<file path="config.mk">
export PLATFORM = sky130hd
export DESIGN_NAME = cfgr_router
export DESIGN_NICKNAME = d
export VERILOG_FILES = /design/src/rtl/cfgr_pkg.sv /design/src/rtl/cfgr_bus_table.sv /design/src/rtl/cfgr_target_decode.sv /design/src/rtl/cfgr_lane_map.sv /design/src/rtl/cfgr_router.sv
export SDC_FILE = /design/constraint.sdc
export NUM_CORES = 1
export LEC_CHECK = 0
export BUFFER_PORTS_ARGS = -buffer_cell sky130_fd_sc_hd__buf_4
export CAP_MARGIN = 40
export CORE_MARGIN = 3
export CORE_UTILIZATION = 48
export DETAILED_ROUTE_END_ITERATION = 16
export PLACE_DENSITY = 0.83
export SLEW_MARGIN = 25
export SYNTH_ARGS = -nofsm -noshare
export SYNTH_HDL_FRONTEND = slang
export SYNTH_SLANG_ARGS = --single-unit
</file>
<file path="constraint.sdc">
create_clock -name clk -period 3 [get_ports clk]
set_clock_uncertainty 0.15 [all_clocks]
set_input_delay 0 -clock clk [delete_from_list [all_inputs] [get_ports clk]]
set_output_delay 0 -clock clk [all_outputs]
set_load 0.05 [all_outputs]
</file>
<file path="src/rtl/cfgr_pkg.sv">
package cfgr_pkg;

  typedef enum logic [1:0] {
    SZ_BYTE  = 2'd0,
    SZ_WORD  = 2'd1,
    SZ_DWORD = 2'd2,
    SZ_BAD   = 2'd3
  } acc_size_e;

  localparam int DEV_SLOTS = 32;
  localparam logic [7:0] SEC_LO_OFS = 8'h19;
  localparam logic [7:0] SEC_HI_OFS = 8'h18;

  // All-ones value of the access width (miss data and read mask).
  function automatic logic [31:0] size_ones(input logic [1:0] sz);
    case (sz)
      SZ_BYTE: return 32'h0000_00FF;
      SZ_WORD: return 32'h0000_FFFF;
      default: return 32'hFFFF_FFFF;
    endcase
  endfunction

  // Lane mask before shifting by the byte offset.
  function automatic logic [3:0] size_lanes(input logic [1:0] sz);
    case (sz)
      SZ_BYTE: return 4'b0001;
      SZ_WORD: return 4'b0011;
      default: return 4'b1111;
    endcase
  endfunction

  // Natural alignment test; width code 3 is never legal.
  function automatic logic size_aligned(input logic [1:0] sz, input logic [1:0] ofs);
    case (sz)
      SZ_BYTE:  return 1'b1;
      SZ_WORD:  return ~ofs[0];
      SZ_DWORD: return ofs == 2'b00;
      default:  return 1'b0;
    endcase
  endfunction

  // A programmed bridge number claims a bus only when nonzero.
  function automatic logic sec_claims(input logic [7:0] sec, input logic [7:0] bus);
    return (sec != 8'h00) && (sec == bus);
  endfunction

endpackage

</file>
<file path="src/rtl/cfgr_bus_table.sv">
module cfgr_bus_table
  import cfgr_pkg::*;
#(
  parameter int N_BRIDGE = 2,
  parameter int SEG_W = 2,
  parameter logic [N_BRIDGE*8-1:0] BR_PARENT = 16'h01_00,
  parameter logic [N_BRIDGE*8-1:0] BR_DEVFN  = 16'h10_08
) (
  input  logic                  clk,
  input  logic                  rst_n,
  input  logic                  wr_fire,
  input  logic [SEG_W-1:0]      wr_seg,
  input  logic [7:0]            wr_devfn,
  input  logic [7:0]            wr_off,
  input  logic [1:0]            wr_size,
  input  logic [31:0]           wr_data,
  output logic [N_BRIDGE*8-1:0] sec_num
);

  logic [N_BRIDGE-1:0] upd_lo;
  logic [N_BRIDGE-1:0] upd_hi;
  logic [7:0]          sec_q [N_BRIDGE];

  for (genvar k = 0; k < N_BRIDGE; k++) begin : g_br
    logic at_bridge;
    assign at_bridge = wr_fire && (8'(wr_seg) == BR_PARENT[k*8 +: 8])
                       && (wr_devfn == BR_DEVFN[k*8 +: 8]);
    assign upd_lo[k] = at_bridge && (wr_off == SEC_LO_OFS) && (wr_size == SZ_BYTE);
    assign upd_hi[k] = at_bridge && (wr_off == SEC_HI_OFS)
                       && ((wr_size == SZ_WORD) || (wr_size == SZ_DWORD));

    always_ff @(posedge clk) begin
      if (!rst_n)          sec_q[k] <= 8'h00;
      else if (upd_lo[k])  sec_q[k] <= wr_data[7:0];
      else if (upd_hi[k])  sec_q[k] <= wr_data[15:8];
    end

    assign sec_num[k*8 +: 8] = sec_q[k];

    p_lo_load_r8: assert property (@(posedge clk) disable iff (!rst_n)
      upd_lo[k] |=> sec_q[k] == $past(wr_data[7:0]));
    p_hi_load_r9: assert property (@(posedge clk) disable iff (!rst_n)
      upd_hi[k] |=> sec_q[k] == $past(wr_data[15:8]));
    p_hold_r7: assert property (@(posedge clk) disable iff (!rst_n)
      !(upd_lo[k] || upd_hi[k]) |=> $stable(sec_q[k]));
  end

endmodule

</file>
<file path="src/rtl/cfgr_target_decode.sv">
module cfgr_target_decode
  import cfgr_pkg::*;
#(
  parameter int N_BRIDGE = 2,
  parameter int N_SEG = 3,
  parameter int SEG_W = 2,
  parameter logic [N_BRIDGE*8-1:0] BR_PARENT = 16'h01_00,
  parameter logic [N_BRIDGE*8-1:0] BR_DEVFN  = 16'h10_08
) (
  input  logic                       clk,
  input  logic                       rst_n,
  input  logic [7:0]                 bus_num,
  input  logic [7:0]                 devfn,
  input  logic [N_BRIDGE*8-1:0]      sec_num,
  input  logic [N_SEG*DEV_SLOTS-1:0] dev_present,
  output logic                       tgt_hit,
  output logic [SEG_W-1:0]           tgt_seg
);

  logic [N_BRIDGE-1:0] br_match;
  logic [SEG_W-1:0]    br_seg;
  logic                root_sel;
  logic                bus_known;
  logic                slot_listed;
  logic                slot_bridge;
  logic [4:0]          dev;

  assign dev = devfn[7:3];

  for (genvar k = 0; k < N_BRIDGE; k++) begin : g_cmp
    assign br_match[k] = sec_claims(sec_num[k*8 +: 8], bus_num);
  end

  // Lowest index wins: scan downward so the last assignment is the smallest.
  always_comb begin
    br_seg = '0;
    for (int k = N_BRIDGE - 1; k >= 0; k--) begin
      if (br_match[k]) br_seg = SEG_W'(k + 1);
    end
  end

  assign root_sel  = (bus_num == 8'h00);
  assign bus_known = root_sel || (|br_match);
  assign tgt_seg   = root_sel ? '0 : br_seg;

  always_comb begin
    slot_bridge = 1'b0;
    for (int k = 0; k < N_BRIDGE; k++) begin
      if ((BR_PARENT[k*8 +: 8] == 8'(tgt_seg)) && (BR_DEVFN[k*8+3 +: 5] == dev))
        slot_bridge = 1'b1;
    end
  end

  assign slot_listed = dev_present[int'(tgt_seg) * DEV_SLOTS + int'(dev)];
  assign tgt_hit     = bus_known && (slot_listed || slot_bridge);

  p_root_r2: assert property (@(posedge clk) disable iff (!rst_n)
    root_sel |-> tgt_seg == '0);
  p_bridge_match_r11: assert property (@(posedge clk) disable iff (!rst_n)
    (bus_known && !root_sel) |-> sec_num[(int'(tgt_seg) - 1) * 8 +: 8] == bus_num);
  p_zero_never_r7: assert property (@(posedge clk) disable iff (!rst_n)
    (tgt_seg != '0) |-> bus_num != 8'h00);

endmodule

</file>
<file path="src/rtl/cfgr_lane_map.sv">
module cfgr_lane_map
  import cfgr_pkg::*;
(
  input  logic [1:0]  wr_size,
  input  logic [1:0]  wr_ofs,
  input  logic [31:0] wr_data,
  input  logic [1:0]  rd_size,
  input  logic [1:0]  rd_ofs,
  input  logic [31:0] rd_dword,
  output logic [3:0]  lane_be,
  output logic [31:0] lane_wdata,
  output logic [31:0] lane_rdata
);

  assign lane_be    = size_lanes(wr_size) << wr_ofs;
  assign lane_wdata = (wr_data & size_ones(wr_size)) << {wr_ofs, 3'b000};
  assign lane_rdata = (rd_dword >> {rd_ofs, 3'b000}) & size_ones(rd_size);

endmodule

</file>
<file path="src/rtl/cfgr_router.sv">
module cfgr_router
  import cfgr_pkg::*;
#(
  parameter int N_BRIDGE = 2,
  parameter logic [N_BRIDGE*8-1:0] BR_PARENT = 16'h01_00,
  parameter logic [N_BRIDGE*8-1:0] BR_DEVFN  = 16'h10_08,
  localparam int N_SEG = N_BRIDGE + 1,
  localparam int SEG_W = (N_SEG > 1) ? $clog2(N_SEG) : 1
) (
  input  logic                       clk,
  input  logic                       rst_n,
  input  logic                       req_valid,
  output logic                       req_ready,
  input  logic                       req_write,
  input  logic [1:0]                 req_size,
  input  logic [23:0]                req_addr,
  input  logic [31:0]                req_wdata,
  input  logic [N_SEG*DEV_SLOTS-1:0] dev_present,
  output logic                       dn_valid,
  output logic                       dn_write,
  output logic [SEG_W-1:0]           dn_seg,
  output logic [7:0]                 dn_devfn,
  output logic [5:0]                 dn_reg,
  output logic [3:0]                 dn_be,
  output logic [31:0]                dn_wdata,
  input  logic [31:0]                dn_rdata,
  output logic                       rsp_valid,
  output logic [31:0]                rsp_data
);

  logic [7:0]            a_bus, a_devfn, a_off;
  logic [N_BRIDGE*8-1:0] sec_num;
  logic                  tgt_hit;
  logic [SEG_W-1:0]      tgt_seg;
  logic                  acc_ok;
  logic                  fwd_go;
  logic                  wr_snoop;
  logic [3:0]            lane_be;
  logic [31:0]           lane_wdata, lane_rdata;
  logic                  rd_q, miss_q;
  logic [1:0]            sz_q, ofs_q;

  assign req_ready = 1'b1;
  assign a_bus     = req_addr[23:16];
  assign a_devfn   = req_addr[15:8];
  assign a_off     = req_addr[7:0];
  assign acc_ok    = size_aligned(req_size, a_off[1:0]);
  assign fwd_go    = req_valid && tgt_hit && acc_ok;
  assign wr_snoop  = fwd_go && req_write;

  cfgr_target_decode #(
    .N_BRIDGE(N_BRIDGE), .N_SEG(N_SEG), .SEG_W(SEG_W),
    .BR_PARENT(BR_PARENT), .BR_DEVFN(BR_DEVFN)
  ) u_dec (
    .clk(clk), .rst_n(rst_n), .bus_num(a_bus), .devfn(a_devfn),
    .sec_num(sec_num), .dev_present(dev_present),
    .tgt_hit(tgt_hit), .tgt_seg(tgt_seg)
  );

  cfgr_bus_table #(
    .N_BRIDGE(N_BRIDGE), .SEG_W(SEG_W),
    .BR_PARENT(BR_PARENT), .BR_DEVFN(BR_DEVFN)
  ) u_tbl (
    .clk(clk), .rst_n(rst_n), .wr_fire(wr_snoop), .wr_seg(tgt_seg),
    .wr_devfn(a_devfn), .wr_off(a_off), .wr_size(req_size),
    .wr_data(req_wdata), .sec_num(sec_num)
  );

  cfgr_lane_map u_lane (
    .wr_size(req_size), .wr_ofs(a_off[1:0]), .wr_data(req_wdata),
    .rd_size(sz_q), .rd_ofs(ofs_q), .rd_dword(dn_rdata),
    .lane_be(lane_be), .lane_wdata(lane_wdata), .lane_rdata(lane_rdata)
  );

  // Stage 1: forwarded access toward the register files.
  always_ff @(posedge clk) begin
    if (!rst_n) begin
      dn_valid <= 1'b0;
      dn_write <= 1'b0;
      dn_seg   <= '0;
      dn_devfn <= '0;
      dn_reg   <= '0;
      dn_be    <= '0;
      dn_wdata <= '0;
      rd_q     <= 1'b0;
      miss_q   <= 1'b0;
      sz_q     <= SZ_BYTE;
      ofs_q    <= '0;
    end else begin
      dn_valid <= fwd_go;
      rd_q     <= req_valid && !req_write;
      miss_q   <= !fwd_go;
      if (req_valid) begin
        dn_write <= req_write;
        dn_seg   <= tgt_seg;
        dn_devfn <= a_devfn;
        dn_reg   <= a_off[7:2];
        dn_be    <= lane_be;
        dn_wdata <= lane_wdata;
        sz_q     <= req_size;
        ofs_q    <= a_off[1:0];
      end
    end
  end

  // Stage 2: read response.
  always_ff @(posedge clk) begin
    if (!rst_n) begin
      rsp_valid <= 1'b0;
      rsp_data  <= '0;
    end else begin
      rsp_valid <= rd_q;
      if (rd_q) rsp_data <= miss_q ? size_ones(sz_q) : lane_rdata;
    end
  end

  p_fwd_needs_hit_r4: assert property (@(posedge clk) disable iff (!rst_n)
    dn_valid |-> $past(req_valid && tgt_hit && acc_ok));
  p_misalign_drop_r6: assert property (@(posedge clk) disable iff (!rst_n)
    (req_valid && !acc_ok) |=> !dn_valid);
  p_read_rsp_r10: assert property (@(posedge clk) disable iff (!rst_n)
    (req_valid && !req_write) |-> ##2 rsp_valid);
  p_rsp_source_r10: assert property (@(posedge clk) disable iff (!rst_n)
    rsp_valid |-> $past(req_valid && !req_write, 2));
  p_miss_ones_r3: assert property (@(posedge clk) disable iff (!rst_n)
    (rsp_valid && !$past(dn_valid)) |-> rsp_data == size_ones($past(req_size, 2)));
  p_lane_count_r5: assert property (@(posedge clk) disable iff (!rst_n)
    dn_valid |-> ($countones(dn_be) == 1 || $countones(dn_be) == 2 || $countones(dn_be) == 4));

endmodule

</file>
After elaboration in Yosys (flattened, before gate mapping)

Memories as Yosys holds them, arrays and structs flattened.
Cells that the tools add are included.

Bitwise operators: 7
Order comparisons: 1
Mux-type cells: 32
$add $sub $neg: 1
Shift-type cells: 3
Eq/ne operators: 13
Reduce and logical (&&, ||, !) cells: 34

Operator list:

| operator                                                    | count |
|---|---|
| case mux 32 bit (2 select lines)                            | 2 |
| AND 32 bit                                                  | 2 |
| less-than comparator 32 x 9 -> 1 bit, second input constant | 1 |
| two-way mux 32 bit                                          | 1 |
| two-way mux 8 bit                                           | 4 |
| << shifter 32 x 5 -> 32 bit                                 | 1 |
| right shift 32 x 5 -> 32 bit                                | 1 |
| == test 8 x 5 -> 1 bit, second input constant               | 3 |
| logical AND 1 bit                                           | 21 |
| two-way mux 1 bit                                           | 19 |
| == test 8 bit                                               | 2 |
| nonzero test 8 bit                                          | 2 |
| adder 7 x 5 -> 8 bit                                        | 1 |
| == test 8 x 4 -> 1 bit, second input constant               | 1 |
| logical NOT 2 bit                                           | 4 |
| logical NOT 8 bit                                           | 1 |
| case mux 4 bit (2 select lines)                             | 1 |
| binary-select mux 1 bit (select 7 bit)                      | 1 |
| == test 2 x 1 -> 1 bit, second input constant               | 3 |
| two-way mux 2 bit                                           | 3 |
| == test 1 x 5 -> 1 bit, first input constant                | 1 |
| == test 2 x 5 -> 1 bit, first input constant                | 1 |
| OR 1 bit                                                    | 4 |
| << shifter 4 x 2 -> 4 bit                                   | 1 |
| other kinds (7)                                             | 10 |

Logic and storage cells: 105
Flip-flop bits (word level): 93
Bits of input ports: 190
Output and inout bits: 88
Memories kept: 1
RAM bits: 16

Memories:

| name        | words | bits a word | rd ports | clocked after Yosys merged registers in | wr ports | RTL line             | text |
|---|---|---|---|---|---|---|---|
| u_tbl.sec_q | 2     | 8           | 2        | 0                                       | 2        | cfgr_bus_table.sv:22 | `logic [7:0] sec_q [N_BRIDGE];` |

Logic depth before layout (Yosys ltp)

An unclocked memory read counts as a cell.

Depth after elaboration: 24
Depth in mapped cells: 9

Cells and area by module

From an unflattened synthesis, not the netlist that was laid out.

Cells, all modules: 698
Area, all modules: 6,508.7 sq um

Modules (own cells, without submodules):

| module             | area each (sq um) | sequential area each (sq um) | cells each | times used |
|---|---|---|---|---|
| cfgr_router        | 3,419.5           | 1,861.8                      | 347        | 1 |
| cfgr_lane_map      | 1,151.1           | 0.0                          | 173        | 1 |
| cfgr_target_decode | 1,078.5           | 0.0                          | 109        | 1 |
| cfgr_bus_table     | 859.6             | 480.5                        | 69         | 1 |

Worst setup path before layout

OpenSTA, ideal clock, no wires.

Path kind: reg2reg
Start: memory u_tbl.sec_q[0][5]
End: memory u_tbl.sec_q[1][0], enable pin
Cell stages (with the launch flop): 6
Arrival time: 1,556 ps
Period minus slack after synthesis: 2,041 ps
Required time: 2,516 ps
Path buffers: 0
Setup slack: 959 ps
Cell sequence: edfxtp_1 xor2_1 nor4_1 nand4_1 nor3b_1 nand2b_1

RTL lines:

| what               | RTL line |
|---|---|
| start: declaration | cfgr_bus_table.sv:22 |

Worst setup path after layout

Start: register ofs_q[1]
End: register rsp_data[29]

Cells in the longest elaborated chain, start to end: 3

Ends and longest elaborated chain:

| what                         | RTL line            | text |
|---|---|---|
| start: declaration           | cfgr_router.sv:41   | `logic [1:0] sz_q, ofs_q;` |
| start signal: assignment     | cfgr_router.sv:101  | `ofs_q <= a_off[1:0];` |
| right shift 32 x 5 -> 32 bit | cfgr_lane_map.sv:17 | `assign lane_rdata = (rd_dword >> {rd_ofs, 3'b000}) & size_ones(rd_size);` |
| AND 32 bit                   | cfgr_lane_map.sv:17 |  |
| two-way mux 32 bit           | cfgr_router.sv:113  | `if (rd_q) rsp_data <= miss_q ? size_ones(sz_q) : lane_rdata;` |
| end signal: assignment       | cfgr_router.sv:113  |  |
| end: declaration             | cfgr_router.sv:28   | `output logic [31:0] rsp_data` |

Every way passes these cells.
A chain may end at the register's enable or synchronous reset.

==> run_results.csv <==
group,metric,value,unit
cts,cts_buffer_depth,2,
placed_design,dpl_cell_area,8150,um2
global_route,antenna_found_initial,0,
pwr,p_clk_share,33.0,%
setup_path,reg2reg_depth,6,
yosys,synth_edf_count,16,
setup_path,crit_path_start,"ofs_q[1]$_SDFFE_PN0P_",
layout,fin_util,76.9,%
sta,fin_crit,2.66,ns
cts,cts.reportedPaths.clkPinSlew,0.08,ns
global_route,grt_max_degree,42,
sta,setup-tns-final,0,ns
placed_design,dp_hpwl,15800,um
global_route,grt_use_total,33.9,%
yosys,synth_top_cell_by_area,"dfxtp_1",
yosys,synth-async-reset-ratio,0,%
pwr,vdd_ir_drop_max,0.000329,V
setup_path,r2r_setup_slack,0.34,ns
setup_path,start_kind,"flop",
layout,final_area,9360,um2
yosys,ys_seq_area_share,38.9,%
sta,grt_setup_unrepaired,"no",
sta,worstMarginPinSlew,0.801,ns
yosys,synth_compound_area_share,17.5,%
setup_path,critPathKind,"flop to flop",
job,cap_violations,0,
layout,top_regs,"dn_wdata x32, rsp_data x32, u_tbl.sec_q x16",
yosys,syn_area,6030,um2
routing,route.vias.total,7088,
yosys,netlist_instances,700,
routing,wl,24200,um
sta,hold_violations,0,
pwr,power.density,424,nW/um2
die,rows,40,
yosys,muxShareOfSynthArea,17.8,%
cts,cts_buffers,9,
yosys,synth_xor_area_share,2.33,%
cts,insertion_delay,0.35,ns
pwr,p_leak,4.14,nW
routing,drc,0,
global_route,grt_pass1_vias,7276,
global_route,grt_overflow,0,
setup_path,timing.rr.end,"rsp_data[29]$_SDFFE_PN0P_",
sta,setup_viol,0,
placed_design,numPlacedInstances,1099,
die,fp.dieH,118,um
cts,cts_tree,"done",
sta,timing.final.crit_share,88.5,%
pwr,switching_power,1.20,mW
setup_path,critPathRequiredTime,3.14,ns
yosys,synth_fa_ha_area_share,0.830,%
yosys,synthDistinctLibCells,50,
die,dieArea,13900,um2
yosys,ys_ff_latch,109,
die,core_area,12200,um2
pwr,switching_share,30.4,%
setup_path,timing.rr.start,"ofs_q[1]$_SDFFE_PN0P_",
setup_path,cp.arrival,2.79,ns
cts,root_buffer,"clkbuf_16",
die,die_w,118,um
setup_path,endpoint,"rsp_data[29]$_SDFFE_PN0P_",
die,initial_core_util,49.6,%
layout,fill_cells,821,
yosys,yosys-top-cells-area,"dfxtp_1 31%, mux2i_1 8.5%, edfxtp_1 8.0%",
layout,layout.nets,1224,
yosys,synth_commonest_cells,"105 x nor2_1, 93 x dfxtp_1, 86 x a21oi_1",
sta,max_slew_margin,46.5,%
cts,cts.repair.resized,0,
run_status,status,"complete, no violations",
layout,area_growth,55.3,%
sta,fmax,377,MHz
placed_design,place_congestion,0.952,
pwr,comb_power_share,26.7,%
yosys,synthSimpleGateAreaFrac,17.9,%
pwr,intPower,2.76,mW
layout,instances_no_fill,1204,
routing,viasPerCell,5.89,
global_route,grt_pass1_wl,38000,um
setup_path,end_kind,"flop",
yosys,synth.avg_cell_area,8.61,um2
cts,clock_sinks,109,
setup_path,crit_fanout,12,
die,io_pins,278,
placed_design,portBuffers,275,
yosys,synth_top_area_share,30.9,%
routing,drtIter0Drc,523,
routing,first_pass_iters,6,
yosys,synth.yosys.warnings,0,
hold_path,worstHoldPathType,"input pin to flop",
routing,wl_per_cell,20.1,um
cts,htree_levels,3,
pwr,p_seq_share,40.3,%
layout,layout-drive-gt1-share,32.6,%
yosys,synth_top_family_by_area,"simple AND/OR/NAND/NOR gates",
yosys,synth_most_common_cell,"nor2_1",
routing,postRouteAntennaNets,0,
pwr,total_power,3.97,mW
yosys,syn_nets,894,
sta,maxSlewViolCount,0,
yosys,synth_ff_type,"dfxtp_1",
## worst max-delay path, cell delays in order (launching register included)
cell and delay [ns]:
dfxtp_1 0.51, nor2b_1 0.21, buf_4 0.20, nor2b_1 0.58, nand2_1 0.20, a21oi_1 0.18
dlygate4sd3_1 0.57
## cell type report
class / count / area, um2 / share of cell area [%]
Multi-Input combinational cell: 527 / 3400 / 36.4
Clock buffer: 11 / 264 / 2.82
Clock inverter: 5 / 63.8 / 0.682
Inverter: 10 / 37.5 / 0.401
Tap cell: 168 / 210 / 2.25
Antenna cell: 1 / 2.50 / 0.0267
Timing Repair Buffer: 373 / 3030 / 32.4
Sequential cell: 109 / 2340 / 25.0
## worst min-delay path by stage
stage | cells after the start | endpoint | start | slack, ns
floorplan | 1 | rd_q$_SDFF_PN0_ | req_write | -0.07
global placement | 2 | rd_q$_SDFF_PN0_ | req_write | 0.06
detailed placement | 2 | rd_q$_SDFF_PN0_ | req_write | 0.06
CTS | 5 | rsp_data[7]$_SDFFE_PN0P_ | dn_rdata[15] | 0.0003
global route | 5 | rsp_data[2]$_SDFFE_PN0P_ | dn_rdata[2] | 0.04
finish | 5 | rsp_data[2]$_SDFFE_PN0P_ | dn_rdata[2] | 0.008
## power groups by stage
stage	logic [mW]	registers, mW	clock network, mW
2_1_floorplan	0.359	1.80	0
3_3_place_gp	0.921	1.63	0
3_5_place_dp	0.932	1.63	0
4_1_cts	1.03	1.60	1.30
5_1_grt	1.12	1.61	1.37
6_report	1.06	1.60	1.31
## stage by stage
step | hold slack, ns | setup WS (ns)
finish | 0.00763 | 0.345
global route | 0.0383 | 0.219
CTS | 0.000277 | 0.547
detailed placement | 0.0593 | 0.560
global placement | 0.0634 | 0.668
floorplan | -0.0732 | 0.959
## placed cells by master, fill, tap and decap left out, types with 5 or more instances in the layout
cell and instances:
a211oi_1 12, a21oi_1 86, a22oi_1 18, a41oi_1 8, buf_4 284, clkbuf_16 10, dfxtp_1 93, dlygate4sd3_1 88
edfxtp_1 16, inv_1 6, mux2_2 11, mux2i_1 51, mux4_2 16, nand2_1 79, nand2b_1 6, nand3_1 6
nor2_1 105, nor2b_1 8, nor3b_1 5, nor4_1 13, o21ai_0 38, or2_2 7, xor2_1 14
## timing repair
item / CTS / global route
setup endpoints to repair: 0 / 0
endpoints found under the hold margin: 107 / 0
hold buffers: 88 / 0
buffers inserted: 0 / 0
## metal layers
metal,GRT usage [%],part of all wire [%],vias to the layer above
met2,58.2,48,483
met4,19.1,6.1,0
li1,-,-,3158
met5,0,0,-
met3,8.55,9.0,137
met1,38.2,37,3310
## cell families (layout without fill, tap and decap cells)
family / after synthesis / in the layout
XOR/XNOR: 16 / 16
buffers and inverters: 64 / 399
multiplexers: 81 / 81
other: 1 / 2
AND/OR/NAND/NOR: 246 / 246
flip-flops: 109 / 109
AO/OA/AOI/OAI: 179 / 179
adder cells (fa/ha/maj): 4 / 4
Power figures use the tool's default switching activity.
